`config.mk`:
```
export PLATFORM = sky130hd
export DESIGN_NAME = tlb_assoc
export DESIGN_NICKNAME = d
export VERILOG_FILES = /design/src/rtl/tlb_assoc_pkg.sv /design/src/rtl/tlb_slot_bank.sv /design/src/rtl/tlb_tag_cmp.sv /design/src/rtl/tlb_first_hit.sv /design/src/rtl/tlb_assoc.sv
export SDC_FILE = /design/constraint.sdc
export NUM_CORES = 2
export LEC_CHECK = 0
export BUFFER_PORTS_ARGS = -buffer_cell sky130_fd_sc_hd__buf_2
export CAP_MARGIN = 20
export CORE_UTILIZATION = 35
export CTS_CLUSTER_SIZE = 28
export DETAILED_ROUTE_END_ITERATION = 12
export PLACE_DENSITY_LB_ADDON = 0.15
export RECOVER_POWER = 50
export SLEW_MARGIN = 10
export SYNTH_ARGS = -nofsm -noshare
export SYNTH_HDL_FRONTEND = slang
export SYNTH_SLANG_ARGS = --single-unit
export TNS_END_PERCENT = 100
```
`constraint.sdc`:
```
create_clock -name clk -period 6 [get_ports clk]
set_input_delay 0.3 -clock clk [delete_from_list [all_inputs] [get_ports clk]]
set_output_delay 0.3 -clock clk [all_outputs]
set_load 0.02 [all_outputs]
```
`src/rtl/tlb_assoc_pkg.sv`:
```
package tlb_assoc_pkg;
   // left shift of mask and tag in the readback words
   localparam int RB_SHIFT = 11;
   // cache attribute width per frame half
   localparam int CAT_W = 3;
   // low attribute bits under the frame number in a packed half word
   localparam int HALF_LOW_W = CAT_W + 3;

   typedef struct packed {
      logic [CAT_W-1:0] cat;
      logic             dty;
      logic             vld;
   } half_attr_t;
endpackage

```
`src/rtl/tlb_slot_bank.sv`:
```
module tlb_slot_bank
   import tlb_assoc_pkg::*;
#(
   parameter int ENTRIES = 8,
   parameter int VPN_W   = 19,
   parameter int ASID_W  = 8,
   parameter int PFN_W   = 20,
   parameter int WIDX_W  = 4
) (
   input  logic                                   clk,
   input  logic                                   rst_n,
   input  logic                                   flush,
   input  logic                                   wr_en,
   input  logic [WIDX_W-1:0]                      wr_idx,
   input  logic [VPN_W-1:0]                       wr_vpn,
   input  logic [VPN_W-1:0]                       wr_mask,
   input  logic [ASID_W-1:0]                      wr_asid,
   input  logic                                   wr_glob,
   input  logic [1:0][PFN_W-1:0]                  wr_pfn,
   input  half_attr_t [1:0]                       wr_attr,
   output logic [ENTRIES-1:0][VPN_W-1:0]          s_vpn,
   output logic [ENTRIES-1:0][VPN_W-1:0]          s_mask,
   output logic [ENTRIES-1:0][ASID_W-1:0]         s_asid,
   output logic [ENTRIES-1:0]                     s_glob,
   output logic [ENTRIES-1:0][1:0][PFN_W-1:0]     s_pfn,
   output half_attr_t [ENTRIES-1:0][1:0]          s_attr
);
   // one register set per slot; the write compare uses the full index width
   // so an out-of-range index selects nothing
   for (genvar i = 0; i < ENTRIES; i++) begin : g_slot
      logic sel;
      assign sel = wr_en && (wr_idx == WIDX_W'(i));

      always_ff @(posedge clk or negedge rst_n) begin
         if (!rst_n) begin
            s_vpn[i]  <= '0;
            s_mask[i] <= '0;
            s_asid[i] <= '0;
            s_glob[i] <= 1'b0;
            s_pfn[i]  <= '0;
            s_attr[i] <= '0;
         end else if (flush) begin
            s_vpn[i]  <= '0;
            s_mask[i] <= '0;
            s_asid[i] <= '0;
            s_glob[i] <= 1'b0;
            s_pfn[i]  <= '0;
            s_attr[i] <= '0;
         end else if (sel) begin
            s_vpn[i]  <= wr_vpn;
            s_mask[i] <= wr_mask;
            s_asid[i] <= wr_asid;
            s_glob[i] <= wr_glob;
            s_pfn[i]  <= wr_pfn;
            s_attr[i] <= wr_attr;
         end
      end
   end
endmodule

```
`src/rtl/tlb_tag_cmp.sv`:
```
module tlb_tag_cmp #(
   parameter int VPN_W  = 19,
   parameter int ASID_W = 8
) (
   input  logic [VPN_W-1:0]  q_vpn,
   input  logic [ASID_W-1:0] q_asid,
   input  logic [VPN_W-1:0]  e_vpn,
   input  logic [VPN_W-1:0]  e_mask,
   input  logic [ASID_W-1:0] e_asid,
   input  logic              e_glob,
   input  logic              e_occ,
   output logic              match
);
   logic tag_ok;
   logic space_ok;

   assign tag_ok   = (((q_vpn ^ e_vpn) & ~e_mask) == '0);
   assign space_ok = e_glob || (q_asid == e_asid);
   assign match    = e_occ && tag_ok && space_ok;
endmodule

```
`src/rtl/tlb_first_hit.sv`:
```
module tlb_first_hit #(
   parameter int ENTRIES = 8,
   parameter int IDX_W   = 3
) (
   input  logic [ENTRIES-1:0] match,
   output logic               any,
   output logic [IDX_W-1:0]   idx
);
   // scan from the top so the lowest matching slot is written last
   always_comb begin
      idx = '0;
      for (int i = ENTRIES - 1; i >= 0; i--) begin
         if (match[i]) idx = IDX_W'(i);
      end
   end
   assign any = |match;
endmodule

```
`src/rtl/tlb_assoc.sv`:
```
module tlb_assoc
   import tlb_assoc_pkg::*;
#(
   parameter int          ENTRIES    = 8,
   parameter int          VA_W       = 32,
   parameter int          PAGE_SHIFT = 12,
   parameter int          ASID_W     = 8,
   parameter int          PFN_W      = 20,
   parameter bit          UNC_EN     = 1'b1,
   parameter logic [31:0] UNC_MASK   = 32'hA000_0000,
   localparam int         VPN_W      = VA_W - PAGE_SHIFT - 1,
   localparam int         IDX_W      = (ENTRIES > 1) ? $clog2(ENTRIES) : 1,
   localparam int         WIDX_W     = IDX_W + 1,
   localparam int         RBW_W      = VPN_W + RB_SHIFT,
   localparam int         RBH_W      = PFN_W + HALF_LOW_W
) (
   input  logic              clk,
   input  logic              rst_n,
   input  logic              lk_req,
   input  logic [VA_W-1:0]   lk_va,
   input  logic [ASID_W-1:0] lk_asid,
   input  logic              wr_en,
   input  logic [WIDX_W-1:0] wr_idx,
   input  logic [VPN_W-1:0]  wr_vpn,
   input  logic [VPN_W-1:0]  wr_mask,
   input  logic [ASID_W-1:0] wr_asid,
   input  logic              wr_glob,
   input  logic [PFN_W-1:0]  wr_pfn_e,
   input  logic [PFN_W-1:0]  wr_pfn_o,
   input  logic [CAT_W-1:0]  wr_cat_e,
   input  logic [CAT_W-1:0]  wr_cat_o,
   input  logic              wr_dty_e,
   input  logic              wr_dty_o,
   input  logic              wr_vld_e,
   input  logic              wr_vld_o,
   input  logic              flush,
   input  logic              rd_req,
   input  logic [WIDX_W-1:0] rd_idx,
   output logic              rsp_vld,
   output logic              rsp_hit,
   output logic [WIDX_W-1:0] rsp_idx,
   output logic [PFN_W-1:0]  rsp_pfn,
   output logic [CAT_W-1:0]  rsp_cat,
   output logic              rsp_dty,
   output logic              rsp_pv,
   output logic              rsp_unc,
   output logic              rb_vld,
   output logic [RBW_W-1:0]  rb_mask,
   output logic [RBW_W-1:0]  rb_tag,
   output logic [RBH_W-1:0]  rb_even,
   output logic [RBH_W-1:0]  rb_odd
);
   // elaboration checks on the parameter set
   if (ENTRIES < 2) begin : g_bad_entries
      $error("tlb_assoc: ENTRIES must be at least 2");
   end
   if (VPN_W < 1) begin : g_bad_va
      $error("tlb_assoc: VA_W too small for PAGE_SHIFT");
   end
   if (ASID_W > RB_SHIFT) begin : g_bad_asid
      $error("tlb_assoc: ASID_W must fit under the readback shift");
   end
   if (UNC_EN && (VA_W != 32)) begin : g_bad_unc
      $error("tlb_assoc: uncacheable decode assumes a 32-bit address");
   end

   // ---------------- storage ----------------
   logic [ENTRIES-1:0][VPN_W-1:0]      s_vpn;
   logic [ENTRIES-1:0][VPN_W-1:0]      s_mask;
   logic [ENTRIES-1:0][ASID_W-1:0]     s_asid;
   logic [ENTRIES-1:0]                 s_glob;
   logic [ENTRIES-1:0][1:0][PFN_W-1:0] s_pfn;
   half_attr_t [ENTRIES-1:0][1:0]      s_attr;
   logic [1:0][PFN_W-1:0]              in_pfn;
   half_attr_t [1:0]                   in_attr;

   assign in_pfn[0]  = wr_pfn_e;
   assign in_pfn[1]  = wr_pfn_o;
   assign in_attr[0] = '{cat: wr_cat_e, dty: wr_dty_e, vld: wr_vld_e};
   assign in_attr[1] = '{cat: wr_cat_o, dty: wr_dty_o, vld: wr_vld_o};

   tlb_slot_bank #(
      .ENTRIES (ENTRIES),
      .VPN_W   (VPN_W),
      .ASID_W  (ASID_W),
      .PFN_W   (PFN_W),
      .WIDX_W  (WIDX_W)
   ) u_bank (
      .clk     (clk),
      .rst_n   (rst_n),
      .flush   (flush),
      .wr_en   (wr_en),
      .wr_idx  (wr_idx),
      .wr_vpn  (wr_vpn),
      .wr_mask (wr_mask),
      .wr_asid (wr_asid),
      .wr_glob (wr_glob),
      .wr_pfn  (in_pfn),
      .wr_attr (in_attr),
      .s_vpn   (s_vpn),
      .s_mask  (s_mask),
      .s_asid  (s_asid),
      .s_glob  (s_glob),
      .s_pfn   (s_pfn),
      .s_attr  (s_attr)
   );

   // ---------------- parallel compare ----------------
   logic [VPN_W-1:0]   q_vpn;
   logic [VPN_W:0]     q_page;
   logic [ENTRIES-1:0] match;

   assign q_vpn  = lk_va[VA_W-1:PAGE_SHIFT+1];
   assign q_page = lk_va[VA_W-1:PAGE_SHIFT];

   for (genvar i = 0; i < ENTRIES; i++) begin : g_cmp
      tlb_tag_cmp #(
         .VPN_W  (VPN_W),
         .ASID_W (ASID_W)
      ) u_cmp (
         .q_vpn  (q_vpn),
         .q_asid (lk_asid),
         .e_vpn  (s_vpn[i]),
         .e_mask (s_mask[i]),
         .e_asid (s_asid[i]),
         .e_glob (s_glob[i]),
         .e_occ  (s_attr[i][0].vld || s_attr[i][1].vld),
         .match  (match[i])
      );
   end

   logic             f_any;
   logic [IDX_W-1:0] f_idx;

   tlb_first_hit #(
      .ENTRIES (ENTRIES),
      .IDX_W   (IDX_W)
   ) u_first (
      .match (match),
      .any   (f_any),
      .idx   (f_idx)
   );

   // ---------------- half select ----------------
   // the bit just above the low run of mask ones picks the odd half
   logic [VPN_W:0] run_ext;
   logic [VPN_W:0] pick_bit;
   logic           odd;
   half_attr_t     sel_attr;
   logic [PFN_W-1:0] sel_pfn;

   assign run_ext  = {1'b0, s_mask[f_idx]};
   assign pick_bit = (run_ext + 1'b1) & ~run_ext;
   assign odd      = |(q_page & pick_bit);
   assign sel_attr = s_attr[f_idx][odd];
   assign sel_pfn  = s_pfn[f_idx][odd];

   // ---------------- uncacheable decode ----------------
   logic unc_now;
   if (UNC_EN) begin : g_unc
      assign unc_now = ((32'(lk_va) & UNC_MASK) == UNC_MASK);
   end else begin : g_no_unc
      assign unc_now = 1'b0;
   end

   // ---------------- lookup response ----------------
   always_ff @(posedge clk or negedge rst_n) begin
      if (!rst_n) begin
         rsp_vld <= 1'b0;
         rsp_hit <= 1'b0;
         rsp_idx <= '1;
         rsp_pfn <= '0;
         rsp_cat <= '0;
         rsp_dty <= 1'b0;
         rsp_pv  <= 1'b0;
         rsp_unc <= 1'b0;
      end else begin
         rsp_vld <= lk_req;
         if (lk_req) begin
            rsp_hit <= f_any;
            rsp_idx <= f_any ? {1'b0, f_idx} : '1;
            rsp_pfn <= f_any ? sel_pfn : '0;
            rsp_cat <= f_any ? sel_attr.cat : '0;
            rsp_dty <= f_any && sel_attr.dty;
            rsp_pv  <= f_any && sel_attr.vld;
            rsp_unc <= unc_now;
         end
      end
   end

   // ---------------- readback ----------------
   logic             rd_in;
   logic [IDX_W-1:0] rd_slot;

   assign rd_in   = (rd_idx < WIDX_W'(ENTRIES));
   assign rd_slot = rd_idx[IDX_W-1:0];

   function automatic logic [RBH_W-1:0] pack_half(input logic [PFN_W-1:0] pfn,
                                                  input half_attr_t a,
                                                  input logic g);
      return {pfn, a.cat, a.dty, a.vld, g};
   endfunction

   always_ff @(posedge clk or negedge rst_n) begin
      if (!rst_n) begin
         rb_vld  <= 1'b0;
         rb_mask <= '0;
         rb_tag  <= '0;
         rb_even <= '0;
         rb_odd  <= '0;
      end else begin
         rb_vld <= rd_req;
         if (rd_req) begin
            if (rd_in) begin
               rb_mask <= {s_mask[rd_slot], RB_SHIFT'(0)};
               rb_tag  <= {s_vpn[rd_slot], RB_SHIFT'(0)} | RBW_W'(s_asid[rd_slot]);
               rb_even <= pack_half(s_pfn[rd_slot][0], s_attr[rd_slot][0], s_glob[rd_slot]);
               rb_odd  <= pack_half(s_pfn[rd_slot][1], s_attr[rd_slot][1], s_glob[rd_slot]);
            end else begin
               rb_mask <= '0;
               rb_tag  <= '0;
               rb_even <= '0;
               rb_odd  <= '0;
            end
         end
      end
   end
endmodule

```
# After elaboration in Yosys (flattened, before gate mapping)
# Index checks and enable logic that the tools add are counted.
[totals]
regBits = 921
latch_bits = 0
ramBits = 0
romBits = 0
in_bits = 151
out_inout_bits = 145
n_memories = 0
[op_classes]
addsub = 1
mul = 0
div_mod_pow = 0
magnitude_cmp = 4
n_eq_ne = 16
n_shift = 0
mux = 133
n_bitwise = 28
reduce_logical = 61
[op_table]
columns = ["cell", "n"]
rows = [
  ["two-way mux 40 bit", 18],
  ["two-way mux 19 bit", 35],
  ["binary-select mux 40 bit (select 3 bit)", 2],
  ["two-way mux 10 bit", 18],
  ["binary-select mux 19 bit (select 3 bit)", 3],
  ["AND 19 bit", 8],
  ["logical NOT 19 bit", 8],
  ["inverter 19 bit", 8],
  ["bitwise XOR 19 bit", 8],
  ["two-way mux 8 bit", 17],
  ["equality test 8 bit", 8],
  ["binary-select mux 10 bit (select 3 bit)", 2],
  ["two-way mux 20 bit", 3],
  ["two-way mux 30 bit", 2],
  ["two-way mux 26 bit", 2],
  ["AND 20 bit", 2],
  ["bitwise OR 30 x 8 -> 30 bit", 1],
  ["two-way mux 3 bit", 9],
  ["logical AND 1 bit", 26],
  ["binary-select mux 8 bit (select 3 bit)", 1],
  ["adder 19 x 1 -> 20 bit (second input constant)", 1],
  ["inverter 19 -> 20 bit", 1],
  ["OR reduction 20 bit", 1],
  ["two-way mux 1 bit", 17],
  ["14 further kinds", 42],
]

# Longest topological paths before layout
[logic_depth]
depth_word = 22
mapped_depth = 20
depth_no_buf = 14

# Cells and area by module
# From an unflattened synthesis, not the netlist that was laid out.
[hier_totals]
hier_cells = 4266
area_unflattened_um2 = 52116.2
[by_module_without_submodules]
columns = ["module", "instances", "cells_each", "area_each_um2", "seq_area_each_um2"]
rows = [
  ["tlb_slot_bank", 1, 2720, 34000.1, 19418.6],
  ["tlb_assoc", 1, 1181, 15242.1, 3258.1],
  ["tlb_tag_cmp", 8, 44, 349.1, 0.0],
  ["tlb_first_hit", 1, 13, 81.3, 0.0],
]

# Worst setup path after synthesis
# No wires, ideal clock.
[synth_path]
path_kind = "input to register"
startpoint = "input lk_asid[3]"
endpoint = "register rsp_pfn[18]"
arrival_ns = 3.604
t_required_ns = 5.872
slack_ns = 2.268
path_stages = 18
path_buffers = 4
cell_sequence = "buf_4 xor2_1 nor4_1 a21oi_1 and4b_1 o21ba_2 o21ai_2 and2_1 buf_6 mux4_2 nand2_1 nor2_1 o32a_1 o31a_1 buf_6 buf_6 o31ai_1 o2bb2ai_1"
[synth_via]
elab_chain_len = 20
[synth_lines]
columns = ["element", "line_no", "rtl"]
rows = [
  ["start, declared", "tlb_assoc.sv:21", "input logic [ASID_W-1:0] lk_asid,"],
  ["equality test 8 bit", "tlb_tag_cmp.sv:18", "assign space_ok = e_glob || (q_asid == e_asid);"],
  ["logical OR 1 bit", "tlb_tag_cmp.sv:18", ""],
  ["logical AND 1 bit", "tlb_tag_cmp.sv:19", "assign match = e_occ && tag_ok && space_ok;"],
  ["two-way mux 3 bit (8 in series)", "tlb_first_hit.sv:13", "if (match[i]) idx = IDX_W'(i);"],
  ["binary-select mux 19 bit (select 3 bit)", "tlb_assoc.sv:152", "assign run_ext = {1'b0, s_mask[f_idx]};"],
  ["two-way mux 19 bit (implied by the code)", "tlb_assoc.sv:152", ""],
  ["adder 19 x 1 -> 20 bit or inverter 19 -> 20 bit (tied branches)", "tlb_assoc.sv:153", "assign pick_bit = (run_ext + 1'b1) & ~run_ext;"],
  ["AND 20 bit", "tlb_assoc.sv:153", ""],
  ["AND 20 bit", "tlb_assoc.sv:154", "assign odd = |(q_page & pick_bit);"],
  ["OR reduction 20 bit", "tlb_assoc.sv:154", ""],
  ["two-way mux 20 bit (implied by the code) (2 in series)", "tlb_assoc.sv:156", "assign sel_pfn = s_pfn[f_idx][odd];"],
  ["two-way mux 20 bit *", "tlb_assoc.sv:182", "rsp_pfn <= f_any ? sel_pfn : '0;"],
  ["end signal, assigned", "tlb_assoc.sv:182", ""],
  ["end, declared", "tlb_assoc.sv:42", "output logic [PFN_W-1:0] rsp_pfn,"],
]
# Every way passes the cells marked *; elsewhere a longest branch is shown, timed or not. The select of a mux whose other input is x is not followed.
# A chain may end at the register's enable or synchronous reset.

# Worst setup path in the final report
[layout_path]
startpoint = "register u_bank.s_vpn[119] (netlist bit)"
endpoint = "register rsp_pfn[12]"
[layout_via]
elab_chain_len = 21
[layout_lines]
columns = ["element", "line_no", "rtl"]
rows = [
  ["start, declared", "tlb_slot_bank.sv:21", "output logic [ENTRIES-1:0][VPN_W-1:0] s_vpn,"],
  ["start signal, assigned by index", "tlb_slot_bank.sv:50", "s_vpn[i] <= wr_vpn;"],
  ["bitwise XOR 19 bit *", "tlb_tag_cmp.sv:17", "assign tag_ok = (((q_vpn ^ e_vpn) & ~e_mask) == '0);"],
  ["AND 19 bit *", "tlb_tag_cmp.sv:17", ""],
  ["logical NOT 19 bit *", "tlb_tag_cmp.sv:17", ""],
  ["logical AND 1 bit * (2 in series)", "tlb_tag_cmp.sv:19", ""],
  ["two-way mux 3 bit (7 in series)", "tlb_first_hit.sv:13", ""],
  ["binary-select mux 19 bit (select 3 bit)", "tlb_assoc.sv:152", ""],
  ["two-way mux 19 bit (implied by the code)", "tlb_assoc.sv:152", ""],
  ["adder 19 x 1 -> 20 bit or inverter 19 -> 20 bit (tied branches)", "tlb_assoc.sv:153", ""],
  ["AND 20 bit", "tlb_assoc.sv:153", ""],
  ["AND 20 bit", "tlb_assoc.sv:154", ""],
  ["OR reduction 20 bit", "tlb_assoc.sv:154", ""],
  ["two-way mux 20 bit (implied by the code) (2 in series)", "tlb_assoc.sv:156", ""],
  ["two-way mux 20 bit *", "tlb_assoc.sv:182", ""],
]
# Marks and branches as above.

==> results by group <==
Routing
  – 1st-iter DRT viols: 5,109
  – Metal3 WL: 16.74 mm
  – WL/cell: 28.38 um
  – DRC violations left: 0
  – Final wirelength: 212.7 mm
  – Antenna-violating nets left: 0
  – DR vias/cell: 5.715
  – First-pass iteration count of the detailed router: 5
  – WL met1: 95.21 mm
  – Routed vias: 42.84k
  – DR top layer: met5
  – Routed wl met2: 94.18 mm

Pwr
  – Sw frac: 0.2661
  – Clock power frac: 0.480
  – PwrDens: between 200 and 300 nW/um^2
  – Design Power: 14.44 mW
  – Leak: 23.56 nW
  – Sequential share of power: 0.434
  – Peak VDD IR: 0.2484 mV
  – Share of power burned in combinational logic: 0.086
  – Int Power: 10.60 mW
  – Net Sw Power: 3.843 mW

Yosys
  – Post-synth EDFFs: 0
  – Synth unique cells: 75
  – Mapped Area: a little over 50,000 um^2
  – Main synth FF type: dfrtp_1
  – Cells after Synth: between 5k and 6k
  – Asr flop ratio synth: 1.000
  – Yosys top cell by area: dfrtp_1
  – Syn_area_per_cell: 9.248 um^2
  – Seq/Total Area, Yosys: 0.4489
  – FF+latch count, synth: 906
  – Top-area cell type share of the netlist area: 0.4469
  – Yosys warning total: 0
  – Synth area leaders: dfrtp_1 (45%), nand2_1 (12%), mux4_2 (8.7%)

Finish
  – Final nets: 5,642
  – Layout cell share with drive strength beyond 1: 0.1561
  – P&R area growth vs syn: 13.72%
  – Post-route cell area: about 57,000 um^2
  – Utilization after layout: 0.4003
  – Post-Layout Cell Count: between 7k and 8k

GRT
  – Pin count of the biggest net entering global routing: 172
  – Grt ovf: 0
  – Number of global-route vias before repair: 41.34k
  – Global-route wire length before repair: 308.6 mm
  – Total global-route track usage: 0.2879
  – Initial antenna violation count: 32

Floorplan
  – Die ar.: between 100,000 and 150,000 um^2
  – # IOs: between 200 and 300
  – Die X: around 380 um
  – Num rows: between 100 and 150
  – Starting Density: 0.3520
  – Die Y: 381.9 um
  – Core footprint: between 100,000 and 150,000 um^2

Placement
  – Routability-driven placement congestion ratio: ~1.0
  – Placed cell count: 7,181
  – Port Buffers: 269
  – Placed inst area: 52,740 um^2
  – Dpl ws: 0.5376 ns
  – HPWL after detailed placement: about 130 mm

Timing
  – Final hold violations: 0
  – RSZ-0062 raised after global routing: no
  – Final setup viols: 0
  – Final Cycle Share: 0.9095
  – Slew HR: -2.270
  – Worst Tran Pin Value: about 4.9 ns
  – Final min period: 5.457 ns
  – WHS: 0.3067 ns
  – Final setup TNS: 0 ns
  – Final setup margin: 0.5431 ns
  – Fmax: 0.1833 GHz
  – Max Clock Skew: 0.06287 ns
  – Slew Viols, Final: 891

Critical path
  – Slack of the worst reg-to-reg path: 0.54 ns
  – Worst Path Buf+Inv: 2
  – Worst EP arrival: 6.10 ns
  – Critical-path top delay cell: nor4_1
  – Crit Reg-Reg Startpoint: u_bank.s_vpn[119]
  – Max FO, Critical Path: 27
  – Worst r2r path cells: 16
  – FF-to-FF End: rsp_pfn[12]
  – Largest delay share family, worst path: compound AO/OA/AOI/OAI gates
  – Critical Setup Path Class: flop to flop
  – Crit path cell chain: xnor2_1, o22ai_1, nor4_1, o21ai_1, o21ba_2, o21ai_2, and2_4, buf_4, nand3_1, and3_1, and3b_1, o311a_1, o31a_2, buf_12, o31ai_1, o2bb2ai_1
  – CP Data Required Time: 6.64 ns
  – Crit path capture type: flop
  – Worst setup SP type: flop
  – Delay of the slowest critical-path stage: 0.71 ns

Clock network
  – CTS max path bufs: 3
  – H-tree levels: 3
  – CTS Hold Bufs: just over 100
  – Root Buffer: clkbuf_16
  – Post-CTS Setup Inserts: 0
  – CTS Buf Count: about 110
  – Clock transition at path regs: 0.06 ns
  – CTS tree: done
  – Worst-skew pair later-pin latency: 0.78 ns
  – CTS sink count: 906
  – Post-cts sizing count: 0

Outcome
  – Outcome: finished with violations
  – Failing checks: capacitance limit, slew limit

Min path
  – Worst min path class: primary input to flop
  – Hold endpoint: rb_even[2]
  – Hold_sp: rd_req
  – WHS Path Cells: 3

Job
  – Max-Cap Viols: 8
-- power by group through the flow --
| stage | Sequential [mW] | Combinational [mW] | Clock [mW] |
|---|---|---|---|
| 3_5_place_dp | 6.37 | 1.17 | 0 |
| 3_3_place_gp | 6.37 | 1.17 | 0 |
| 6_report | 6.26 | 1.24 | 6.94 |
| 4_1_cts | 6.26 | 1.24 | 7.06 |
| 2_1_floorplan | 6.35 | 0.691 | 0 |
| 5_1_grt | 6.27 | 1.32 | 7.29 |
-- metal layers --
layer,global-route usage,vias up
met4,0.08985,18
li1,-,18770
met1,0.4195,21890
met3,0.04916,329
met2,0.4333,1833
met5,0,-
-- synthesized netlist by cell type (25+ instances only) --
master     count
inv_1        105
o22ai_1      187
nand2_1     1654
mux2i_1      305
xnor2_1      178
o2bb2ai_1     25
buf_4        138
nor2_1        89
a21oi_1      855
xor2_1        32
o21ai_0       27
dfrtp_1      902
mux2_2        77
nand3_1       37
clkbuf_1     312
buf_1         60
mux4_2       195
-- worst register-to-register path: stages, from the launching register on --
cell	delay (ns)
dfrtp_1	0.41
xnor2_1	0.33
o22ai_1	0.23
nor4_1	0.71
o21ai_1	0.31
o21ba_2	0.29
o21ai_2	0.33
and2_4	0.25
buf_4	0.35
nand3_1	0.11
and3_1	0.24
and3b_1	0.20
o311a_1	0.45
o31a_2	0.52
buf_12	0.22
o31ai_1	0.33
o2bb2ai_1	0.10
-- sequential cells by signal, summed over array words and instances (netlist names) --
name	cells
rb_odd	25
rb_even	26
u_bank.s_mask	152
u_bank.s_asid	64
rsp_dty	1
u_bank.s_pfn	320
rsp_cat	3
rb_vld	1
rsp_idx	4
u_bank.s_glob	8
u_bank.s_vpn	152
rb_tag	27
rb_mask	19
u_bank.s_attr	80
rsp_pv	1
rsp_hit	1
rsp_vld	1
rsp_unc	1
rsp_pfn	20
-- layout by cell type, fill, tap and decap left out, drive strengths merged, types with 4 or more instances in the layout --
| master | instances |
|---|---|
| inv | 105 |
| dfstp | 4 |
| o22ai | 187 |
| bufinv | 8 |
| a22oi | 12 |
| a311oi | 4 |
| dlygate4sd3 | 101 |
| buf | 348 |
| nand2 | 1654 |
| a21oi | 855 |
| mux2i | 305 |
| conb | 14 |
| mux2 | 78 |
| mux4 | 195 |
| nand3 | 37 |
| nor2 | 90 |
| nor3 | 7 |
| xnor2 | 184 |
| xor2 | 32 |
| clkinv | 28 |
| nand4 | 10 |
| o31ai | 26 |
| nand3b | 9 |
| dfrtp | 902 |
| o2bb2ai | 25 |
| a221oi | 25 |
| clkbuf | 177 |
| o21ai | 32 |
| diode | 14 |
| nand2b | 4 |
| a211oi | 27 |
| and3b | 4 |
| and3 | 13 |
| and2 | 6 |
| nor4 | 24 |
-- layout make-up --
cell class	instances	area (um^2)
Fill cell	14200	86040
Multi-Input combinational cell	3905	24820
Sequential cell	906	22680
Timing Repair Buffer	463	3403
Clock buffer	163	3211
Tap cell	1903	2381
Clock inverter	37	513.0
Inverter	106	397.9
Antenna cell	14	35.03
-- logic make-up after synthesis --
kind of cell,after synthesis,share of synthesized area
AO/OA/AOI/OAI,1219,0.1384
XOR/XNOR,216,0.03835
flip-flops,906,0.4489
buffers and inverters,664,0.06314
other,1,0.00007424
multiplexers,578,0.1648
AND/OR/NAND/NOR,1878,0.1463
-- worst max path at each step --
stage	from	endpoint	slack (ns)	depth (start not counted)
6_report	u_bank.s_vpn[119]	rsp_pfn[12]	0.54	16
2_1_floorplan	lk_asid[3]	rsp_pfn[18]	2.27	18
3_3_place_gp	lk_va[26]	rsp_pfn[12]	0.56	18
4_1_cts	u_bank.s_vpn[61]	rsp_pfn[12]	0.71	17
5_1_grt	rst_n	u_bank.s_attr[15]	0.28	3
3_5_place_dp	lk_va[26]	rsp_pfn[12]	0.54	18
Power figures use the tool's default switching activity.
